**src/rtl/lpc_pkg.sv**
```systemverilog
package lpc_pkg;

  localparam int WORD_W = 32;

  typedef enum logic [1:0] {
    GRP_NORM_PEND = 2'd0,
    GRP_FAST_PEND = 2'd1,
    GRP_ENABLE    = 2'd2,
    GRP_ROUTE     = 2'd3
  } grp_e;

  // Bits of a word that one bank exposes: fast bank shows routed bits.
  function automatic logic [WORD_W-1:0] bank_view(input logic [WORD_W-1:0] pend,
                                                  input logic [WORD_W-1:0] route,
                                                  input logic              fast);
    return fast ? (pend & route) : (pend & ~route);
  endfunction

  // True when any enabled source of a word drives the chosen output.
  function automatic logic word_hit(input logic [WORD_W-1:0] pend,
                                    input logic [WORD_W-1:0] en,
                                    input logic [WORD_W-1:0] route,
                                    input logic              fast);
    return |(bank_view(pend, route, fast) & en);
  endfunction

endpackage

```
**src/rtl/lpc_decode.sv**
```systemverilog
module lpc_decode
  import lpc_pkg::*;
#(
  parameter int NW    = 3,
  parameter int IDX_W = 2,
  parameter int AW    = 6
) (
  input  logic          wr_i,
  input  logic [AW-1:0] addr_i,
  output grp_e          grp_o,
  output logic [IDX_W-1:0] idx_o,
  output logic [NW-1:0] wen_enable_o,
  output logic [NW-1:0] wen_route_o,
  output logic [NW-1:0] clr_norm_o,
  output logic [NW-1:0] clr_fast_o
);

  assign idx_o = addr_i[2 +: IDX_W];
  assign grp_o = grp_e'(addr_i[2+IDX_W +: 2]);

  for (genvar w = 0; w < NW; w++) begin : g_word
    logic hit;
    assign hit             = wr_i && (int'(idx_o) == w);
    assign wen_enable_o[w] = hit && (grp_o == GRP_ENABLE);
    assign wen_route_o[w]  = hit && (grp_o == GRP_ROUTE);
    assign clr_norm_o[w]   = hit && (grp_o == GRP_NORM_PEND);
    assign clr_fast_o[w]   = hit && (grp_o == GRP_FAST_PEND);
  end

endmodule

```
**src/rtl/lpc_cfg.sv**
```systemverilog
module lpc_cfg
  import lpc_pkg::*;
#(
  parameter int NW = 3
) (
  input  logic                 clk_i,
  input  logic                 rst_i,
  input  logic [NW-1:0]        wen_enable_i,
  input  logic [NW-1:0]        wen_route_i,
  input  logic [WORD_W-1:0]    wdata_i,
  output logic [NW*WORD_W-1:0] en_q_o,
  output logic [NW*WORD_W-1:0] route_q_o,
  output logic [NW*WORD_W-1:0] en_d_o,
  output logic [NW*WORD_W-1:0] route_d_o
);

  for (genvar w = 0; w < NW; w++) begin : g_word
    assign en_d_o[w*WORD_W +: WORD_W]    = wen_enable_i[w] ? wdata_i : en_q_o[w*WORD_W +: WORD_W];
    assign route_d_o[w*WORD_W +: WORD_W] = wen_route_i[w]  ? wdata_i : route_q_o[w*WORD_W +: WORD_W];
  end

  always_ff @(posedge clk_i) begin
    if (rst_i) begin
      en_q_o    <= '0;
      route_q_o <= '0;
    end else begin
      en_q_o    <= en_d_o;
      route_q_o <= route_d_o;
    end
  end

  a_r7_enable_stable: assert property (@(posedge clk_i) disable iff (rst_i)
    (wen_enable_i == '0) |=> $stable(en_q_o));
  a_r7_route_stable: assert property (@(posedge clk_i) disable iff (rst_i)
    (wen_route_i == '0) |=> $stable(route_q_o));

endmodule

```
**src/rtl/lpc_pending.sv**
```systemverilog
module lpc_pending
  import lpc_pkg::*;
#(
  parameter int NW         = 3,
  parameter bit CLEAR_MODE = 1'b0
) (
  input  logic                 clk_i,
  input  logic                 rst_i,
  input  logic [NW*WORD_W-1:0] src_i,
  input  logic [NW-1:0]        clr_norm_i,
  input  logic [NW-1:0]        clr_fast_i,
  input  logic [WORD_W-1:0]    wdata_i,
  input  logic [NW*WORD_W-1:0] route_q_i,
  output logic [NW*WORD_W-1:0] clr_mask_o,
  output logic [NW*WORD_W-1:0] pend_d_o,
  output logic [NW*WORD_W-1:0] pend_q_o
);

  for (genvar w = 0; w < NW; w++) begin : g_word
    logic [WORD_W-1:0] rt;
    assign rt = route_q_i[w*WORD_W +: WORD_W];
    if (CLEAR_MODE) begin : g_sticky
      // A clear only reaches bits the written bank currently shows.
      assign clr_mask_o[w*WORD_W +: WORD_W] =
          (clr_norm_i[w] ? (wdata_i & ~rt) : '0) |
          (clr_fast_i[w] ? (wdata_i &  rt) : '0);
      assign pend_d_o[w*WORD_W +: WORD_W] = src_i[w*WORD_W +: WORD_W] |
          (pend_q_o[w*WORD_W +: WORD_W] & ~clr_mask_o[w*WORD_W +: WORD_W]);
    end else begin : g_level
      assign clr_mask_o[w*WORD_W +: WORD_W] = '0;
      assign pend_d_o[w*WORD_W +: WORD_W]   = src_i[w*WORD_W +: WORD_W];
    end
  end

  always_ff @(posedge clk_i) begin
    if (rst_i) pend_q_o <= '0;
    else       pend_q_o <= pend_d_o;
  end

  // a high line always wins over any clear at the same edge
  a_r6_source_sets: assert property (@(posedge clk_i) disable iff (rst_i)
    1'b1 |=> ((pend_q_o & $past(src_i)) == $past(src_i)));

  if (CLEAR_MODE) begin : g_chk_sticky
    a_r5_latched_holds: assert property (@(posedge clk_i) disable iff (rst_i)
      (clr_mask_o == '0) |=> ((pend_q_o & $past(pend_q_o)) == $past(pend_q_o)));
  end else begin : g_chk_level
    a_r3_tracks_lines: assert property (@(posedge clk_i) disable iff (rst_i)
      !$past(rst_i) |-> (pend_q_o == $past(src_i)));
    a_r4_no_sw_clear: assert property (@(posedge clk_i) disable iff (rst_i)
      (clr_norm_i != '0 || clr_fast_i != '0) |=> (pend_q_o == $past(src_i)));
  end

endmodule

```
**src/rtl/lpc_route.sv**
```systemverilog
module lpc_route
  import lpc_pkg::*;
#(
  parameter int NW = 3
) (
  input  logic                 clk_i,
  input  logic                 rst_i,
  input  logic [NW*WORD_W-1:0] pend_d_i,
  input  logic [NW*WORD_W-1:0] en_d_i,
  input  logic [NW*WORD_W-1:0] route_d_i,
  output logic                 irq_o,
  output logic                 fiq_o
);

  logic [NW-1:0] norm_hit, fast_hit;

  for (genvar w = 0; w < NW; w++) begin : g_word
    assign norm_hit[w] = word_hit(pend_d_i[w*WORD_W +: WORD_W], en_d_i[w*WORD_W +: WORD_W],
                                  route_d_i[w*WORD_W +: WORD_W], 1'b0);
    assign fast_hit[w] = word_hit(pend_d_i[w*WORD_W +: WORD_W], en_d_i[w*WORD_W +: WORD_W],
                                  route_d_i[w*WORD_W +: WORD_W], 1'b1);
  end

  always_ff @(posedge clk_i) begin
    if (rst_i) begin
      irq_o <= 1'b0;
      fiq_o <= 1'b0;
    end else begin
      irq_o <= |norm_hit;
      fiq_o <= |fast_hit;
    end
  end

endmodule

```
**src/rtl/lpc_level_pend.sv**
```systemverilog
module lpc_level_pend
  import lpc_pkg::*;
#(
  parameter int NUM_SRC    = 96,
  parameter bit CLEAR_MODE = 1'b0,
  localparam int NW        = (NUM_SRC + WORD_W - 1) / WORD_W,
  localparam int IDX_W     = (NW > 2) ? $clog2(NW) : 1,
  localparam int ADDR_W    = 4 + IDX_W
) (
  input  logic               clk_i,
  input  logic               rst_i,
  input  logic [NUM_SRC-1:0] src_i,
  input  logic               wr_i,
  input  logic [ADDR_W-1:0]  addr_i,
  input  logic [WORD_W-1:0]  wdata_i,
  output logic [WORD_W-1:0]  rdata_o,
  output logic               irq_o,
  output logic               fiq_o
);

  localparam int FLAT_W = NW * WORD_W;

  grp_e              grp;
  logic [IDX_W-1:0]  idx;
  logic [NW-1:0]     wen_enable, wen_route, clr_norm, clr_fast;
  logic [FLAT_W-1:0] src_flat, clr_mask;
  logic [FLAT_W-1:0] en_q, route_q, en_d, route_d, pend_d, pend_q;

  assign src_flat = FLAT_W'(src_i);

  lpc_decode #(.NW(NW), .IDX_W(IDX_W), .AW(ADDR_W)) u_decode (
    .wr_i(wr_i), .addr_i(addr_i), .grp_o(grp), .idx_o(idx),
    .wen_enable_o(wen_enable), .wen_route_o(wen_route),
    .clr_norm_o(clr_norm), .clr_fast_o(clr_fast)
  );

  lpc_cfg #(.NW(NW)) u_cfg (
    .clk_i(clk_i), .rst_i(rst_i), .wen_enable_i(wen_enable), .wen_route_i(wen_route),
    .wdata_i(wdata_i), .en_q_o(en_q), .route_q_o(route_q), .en_d_o(en_d), .route_d_o(route_d)
  );

  lpc_pending #(.NW(NW), .CLEAR_MODE(CLEAR_MODE)) u_pending (
    .clk_i(clk_i), .rst_i(rst_i), .src_i(src_flat), .clr_norm_i(clr_norm),
    .clr_fast_i(clr_fast), .wdata_i(wdata_i), .route_q_i(route_q),
    .clr_mask_o(clr_mask), .pend_d_o(pend_d), .pend_q_o(pend_q)
  );

  lpc_route #(.NW(NW)) u_route (
    .clk_i(clk_i), .rst_i(rst_i), .pend_d_i(pend_d), .en_d_i(en_d),
    .route_d_i(route_d), .irq_o(irq_o), .fiq_o(fiq_o)
  );

  // Read mux: unmapped index yields zero
  always_comb begin
    rdata_o = '0;
    for (int w = 0; w < NW; w++) begin
      if (int'(idx) == w) begin
        unique case (grp)
          GRP_NORM_PEND: rdata_o = bank_view(pend_q[w*WORD_W +: WORD_W], route_q[w*WORD_W +: WORD_W], 1'b0);
          GRP_FAST_PEND: rdata_o = bank_view(pend_q[w*WORD_W +: WORD_W], route_q[w*WORD_W +: WORD_W], 1'b1);
          GRP_ENABLE:    rdata_o = en_q[w*WORD_W +: WORD_W];
          GRP_ROUTE:     rdata_o = route_q[w*WORD_W +: WORD_W];
          default:       rdata_o = '0;
        endcase
      end
    end
  end

  a_r1_outputs_quiet: assert property (@(posedge clk_i) disable iff (rst_i)
    $past(rst_i) |-> (!irq_o && !fiq_o && pend_q == '0 && en_q == '0));
  a_r8_irq_matches: assert property (@(posedge clk_i) disable iff (rst_i)
    !$past(rst_i) |-> (irq_o == |(pend_q & en_q & ~route_q)));
  a_r8_fiq_matches: assert property (@(posedge clk_i) disable iff (rst_i)
    !$past(rst_i) |-> (fiq_o == |(pend_q & en_q & route_q)));
  a_r10_no_write_when_idle: assert property (@(posedge clk_i) disable iff (rst_i)
    !wr_i |-> (clr_mask == '0 && wen_enable == '0 && wen_route == '0));

endmodule

```
**config.mk**
```make
export PLATFORM = sky130hd
export DESIGN_NAME = lpc_level_pend
export DESIGN_NICKNAME = d
export VERILOG_FILES = /design/src/rtl/lpc_pkg.sv /design/src/rtl/lpc_decode.sv /design/src/rtl/lpc_cfg.sv /design/src/rtl/lpc_pending.sv /design/src/rtl/lpc_route.sv /design/src/rtl/lpc_level_pend.sv
export SDC_FILE = /design/constraint.sdc
export NUM_CORES = 1
export LEC_CHECK = 0
export ABC_AREA = 1
export BUFFER_PORTS_ARGS = -buffer_cell sky130_fd_sc_hd__buf_2
export CAP_MARGIN = 40
export CORE_MARGIN = 2
export CORE_UTILIZATION = 45
export CTS_CLUSTER_SIZE = 20
export DETAILED_ROUTE_END_ITERATION = 10
export GPL_ROUTABILITY_DRIVEN = 0
export HOLD_SLACK_MARGIN = 0.08
export PLACE_DENSITY = 0.64
export SYNTH_ARGS = -nofsm -noshare
export SYNTH_HDL_FRONTEND = slang
export SYNTH_SLANG_ARGS = --single-unit
```
**constraint.sdc**
```tcl
create_clock -name clk_i -period 5.7 [get_ports clk_i]
set_input_delay 0.855 -clock clk_i [delete_from_list [all_inputs] [get_ports clk_i]]
set_output_delay 0.855 -clock clk_i [all_outputs]
set_load 0.05 [all_outputs]
```
After elaboration in Yosys (flattened, before gate mapping)
Index checks and enable logic that the tools add are counted.

Flip-flop bits (word level): 290. Input bits: 137.

Equal/unequal tests: 5. Multiplexer cells: 12. Bitwise gates (word level): 24. Reduce and logical (&&, ||, !) cells: 13.

Operator list (number): AND 32 bit (18); case mux 32 bit (4 select lines) (3); two-way mux 32 bit (9); inverter 32 bit (6); OR reduction 96 bit (2); logical AND 1 bit (9); == test 2 bit (second input constant) (4); logical NOT 2 bit (2); == test 2 x 1 -> 1 bit (second input constant) (1).

Logic depth before layout (Yosys ltp)
Depth after elaboration: 8. Depth in mapped cells: 16.

Hierarchy
Synthesis repeated with hierarchy kept, for this count alone.

Cells, all modules: 3549. Area, all modules: 20084.3 µm².

By module, submodules not included: lpc_cfg (times used 1, cells each 1445, area an instance 8902.3 µm², sequential area each 3843.7 µm²); lpc_level_pend (times used 1, cells each 1167, area an instance 4804.6 µm², sequential area each 0.0 µm²); lpc_pending (times used 1, cells each 492, area an instance 4259.1 µm², sequential area each 1921.8 µm²); lpc_route (times used 1, cells each 417, area an instance 1995.7 µm², sequential area each 40.0 µm²); lpc_decode (times used 1, cells each 28, area an instance 122.6 µm², sequential area each 0.0 µm²).

Worst setup path after synthesis
No wires, ideal clock.

Kind: input to output. Start point: input port addr_i[5]. End point: output port rdata_o[12]. Arrival: 2941 ps. Required time: 4845 ps. Path slack: 1904 ps. Cell stages on the path: 10. Cells stage by stage: buf_2 inv_1 nor2_1 buf_2 clkbuf_1 buf_2 nand2_1 o21ai_0 a21oi_1 a32oi_1.

Cells in the longest elaborated chain, start to end: 5. Elaborated cells on any way between the ends: 10. Those cells by class: eq/ne (3); mux (6); reduce/logical (1).

Ends and longest elaborated chain: start, declared (line lpc_level_pend.sv:14) `input logic [ADDR_W-1:0] addr_i,`; == test 2 bit (tied with other cells) (line lpc_level_pend.sv:58) `unique case (grp)`; case mux 32 bit (4 select lines) (line lpc_level_pend.sv:58); two-way mux 32 bit (2 in series) (line lpc_level_pend.sv:57) `if (int'(idx) == w) begin`; two-way mux 32 bit (*) (line lpc_level_pend.sv:57); end, declared (line lpc_level_pend.sv:16) `output logic [WORD_W-1:0] rdata_o,`.

Mark *: on every way between the ends. The rest lies on a longest branch, timed or not.

Worst setup path in the final report
Start point: input port addr_i[4]. End point: output port rdata_o[3].

The elaborated chain is that of the path after synthesis.

==> flow_metrics.tcl <==
set metrics [dict create \
    viasPerCell 5.62 \
    numCtsBuffers 35 \
    min_period_over_period_pct 75.3 \
    hold_violations 0 \
    clock_latency_ns 0.52 \
    cp-startpoint "addr_i[4]" \
    fp.dieH_um 189 \
    cts-resized-gates 0 \
    cp.required_ns 4.85 \
    synth_edf_count 0 \
    cp_max_fo 23 \
    dp_hpwl_um 41300 \
    synth_area_sq_um 15300 \
    ys_warn_count 0 \
    power.density_nw_per_um2 282 \
    seq_area_sq_um 5810 \
    clock_path_buffers 3 \
    fmax_mhz 233 \
    tightestPinTransition_ns 1.05 \
    antenna_found_initial 1 \
    power_mw 4.97 \
    cts_root_buf "clkbuf_16" \
    ys_ff_latch 290 \
    multi_input_area_sq_um 7920 \
    clock_skew_ns 0.0151 \
    rsz0062_at_grt "false" \
    die_w_um 189 \
    min_from "u_cfg.en_q_o[78]" \
    core_sq_um 33500 \
    drt_iter0_markers 2132 \
    slew_headroom_pct 30.1 \
    core.rowCount 67 \
    synth_cell_types 20 \
    setup_viol 0 \
    post_cts_buffers 0 \
    status "completed" \
    grt_pass1_wl_um 89300 \
    avgSynthCellArea_sq_um 6.21 \
    vias 17001 \
    drv_cap 0 \
    dieArea_sq_um 35600 \
    pin_count 171 \
    place_inst 2965 \
    grtUsageTotal_pct 32.8 \
    dr.pass1.iters 7 \
    worstSetupEndpointType "output pin" \
    clkSlewWorstSetupHoldPaths_ns 0.06 \
    synthToLayoutAreaGrowth_pct 14.8 \
    hold_buffers 0 \
    drv_slew 0 \
    synth-seq-area-share_pct 37.9 \
    p_leak_nw 8.18 \
    ys_async_sr_fraction_pct 0 \
    cts_tree "done" \
    num_antenna_cells 0 \
    syn_nets 2606 \
    wire_per_inst_um 19.8 \
    cp-start-kind "primary input" \
    final_cells 3023 \
    cts.sinks 290 \
    arrival_ns 3.44 \
    drcViolationCount 0 \
    path_class "primary input to output pin" \
    min_path_type "register to register" \
    reg2reg_from "u_cfg.route_q_o[10]" \
    routed_wl_um 60000 \
    initial_utilization_pct 45.7 \
    peakVddDrop_v 0.000202 \
    cts.htree.levels 2 \
    final_nets 2691 \
    grt_max_degree 154 \
    fin_setup_tns_ns 0 \
    port_buffers 168 \
    overflow 0 \
    final.fill_count 3480 \
    fin_crit_ns 4.29 \
    drive_gt1_share_pct 10.3 \
    drtAntennaViolNets 0 \
    netlist_instances 2469 \
    synthFlopType "dfxtp_1" \
    grt_pass1_vias 15169 \
]
cell usage in the layout, fill, tap and decap left out, drive strengths merged, types with 40 or more instances in the layout:
cell type / count
a21oi: 108
buf: 198
clkbuf: 57
dfxtp: 290
inv: 285
nand2: 694
nand3: 181
nand4: 40
nor2: 341
o21ai: 230
o22ai: 53
through the flow:
step	area (sq um)	hold slack [ns]	worst slack, ns	utilization, %
after detailed placement	16500	0.474	1.32	49.2
after global routing	17600	0.505	1.34	52.5
after global placement	16500	0.471	1.33	49.2
after CTS	17600	0.483	1.52	52.5
final	17600	0.486	1.41	52.5
after floorplan	15300	0.463	1.90	-
worst max-delay path, stage by stage:
cell and delay, ns:
buf_4 0.21, inv_2 0.43, nand2_2 0.48, buf_4 0.36, o22ai_1 0.29, a21oi_1 0.16
a32oi_1 0.30, buf_2 0.32
metal layers:
layer	global-route usage, %	share of wire, %	vias up
met5	0	0.027	-
met3	4.60	10	131
met1	46.4	43	7834
met4	13.2	4.0	2
met2	50.2	43	867
li1	-	-	8167
state kept, by name, summed over array words and instances (netlist names):
name                flops
u_cfg.en_q_o           96
u_cfg.route_q_o        96
u_pending.pend_q_o     96
u_route.fiq_o           1
u_route.irq_o           1
cells in the mapped netlist, types with 6 or more instances:
cell	instances	area, sq um
a21oi_1	108	541
a32oi_1	29	254
buf_1	10	37.5
buf_2	21	105
clkbuf_1	119	447
dfxtp_1	290	5810
inv_1	284	1070
nand2_1	694	2610
nand3_1	181	906
nand4_1	40	250
nor2_1	340	1280
o2111ai_1	32	280
o211ai_1	29	218
o21ai_0	229	1150
o22ai_1	53	332
or2_2	6	37.5
where the power goes:
part	switching (mW)	total, mW	internal, mW
Combinational	0.502	0.672	0.170
Sequential	0.0242	2.11	2.09
Clock	0.879	2.19	1.31
Total	1.40	4.97	3.57
logic make-up (layout without fill, tap and decap cells):
family	after synthesis	count (layout)	share of synthesized area, %
AO/OA/AOI/OAI	482	482	18.2
AND/OR/NAND/NOR	1262	1262	33.1
flip-flops	290	290	37.9
buffers and inverters	435	541	10.8
final cells by class:
type	count	area share (%)
Clock buffer	57	6.25
Clock inverter	1	0.0284
Inverter	285	6.08
Multi-Input combinational cell	1744	45.0
Sequential cell	290	33.0
Tap cell	448	3.18
Timing Repair Buffer	198	6.47
path summary, 6_finish.rpt:
check	to	slack (ns)	cells after the start
hold / removal	u_cfg.en_q_o[78]	0.49	2
setup reg to reg	u_route.irq_o	4.04	11
hold reg to reg	u_cfg.en_q_o[78]	0.49	2
setup / recovery	rdata_o[3]	1.41	8
No activity file was read; power rests on OpenSTA's default activity.
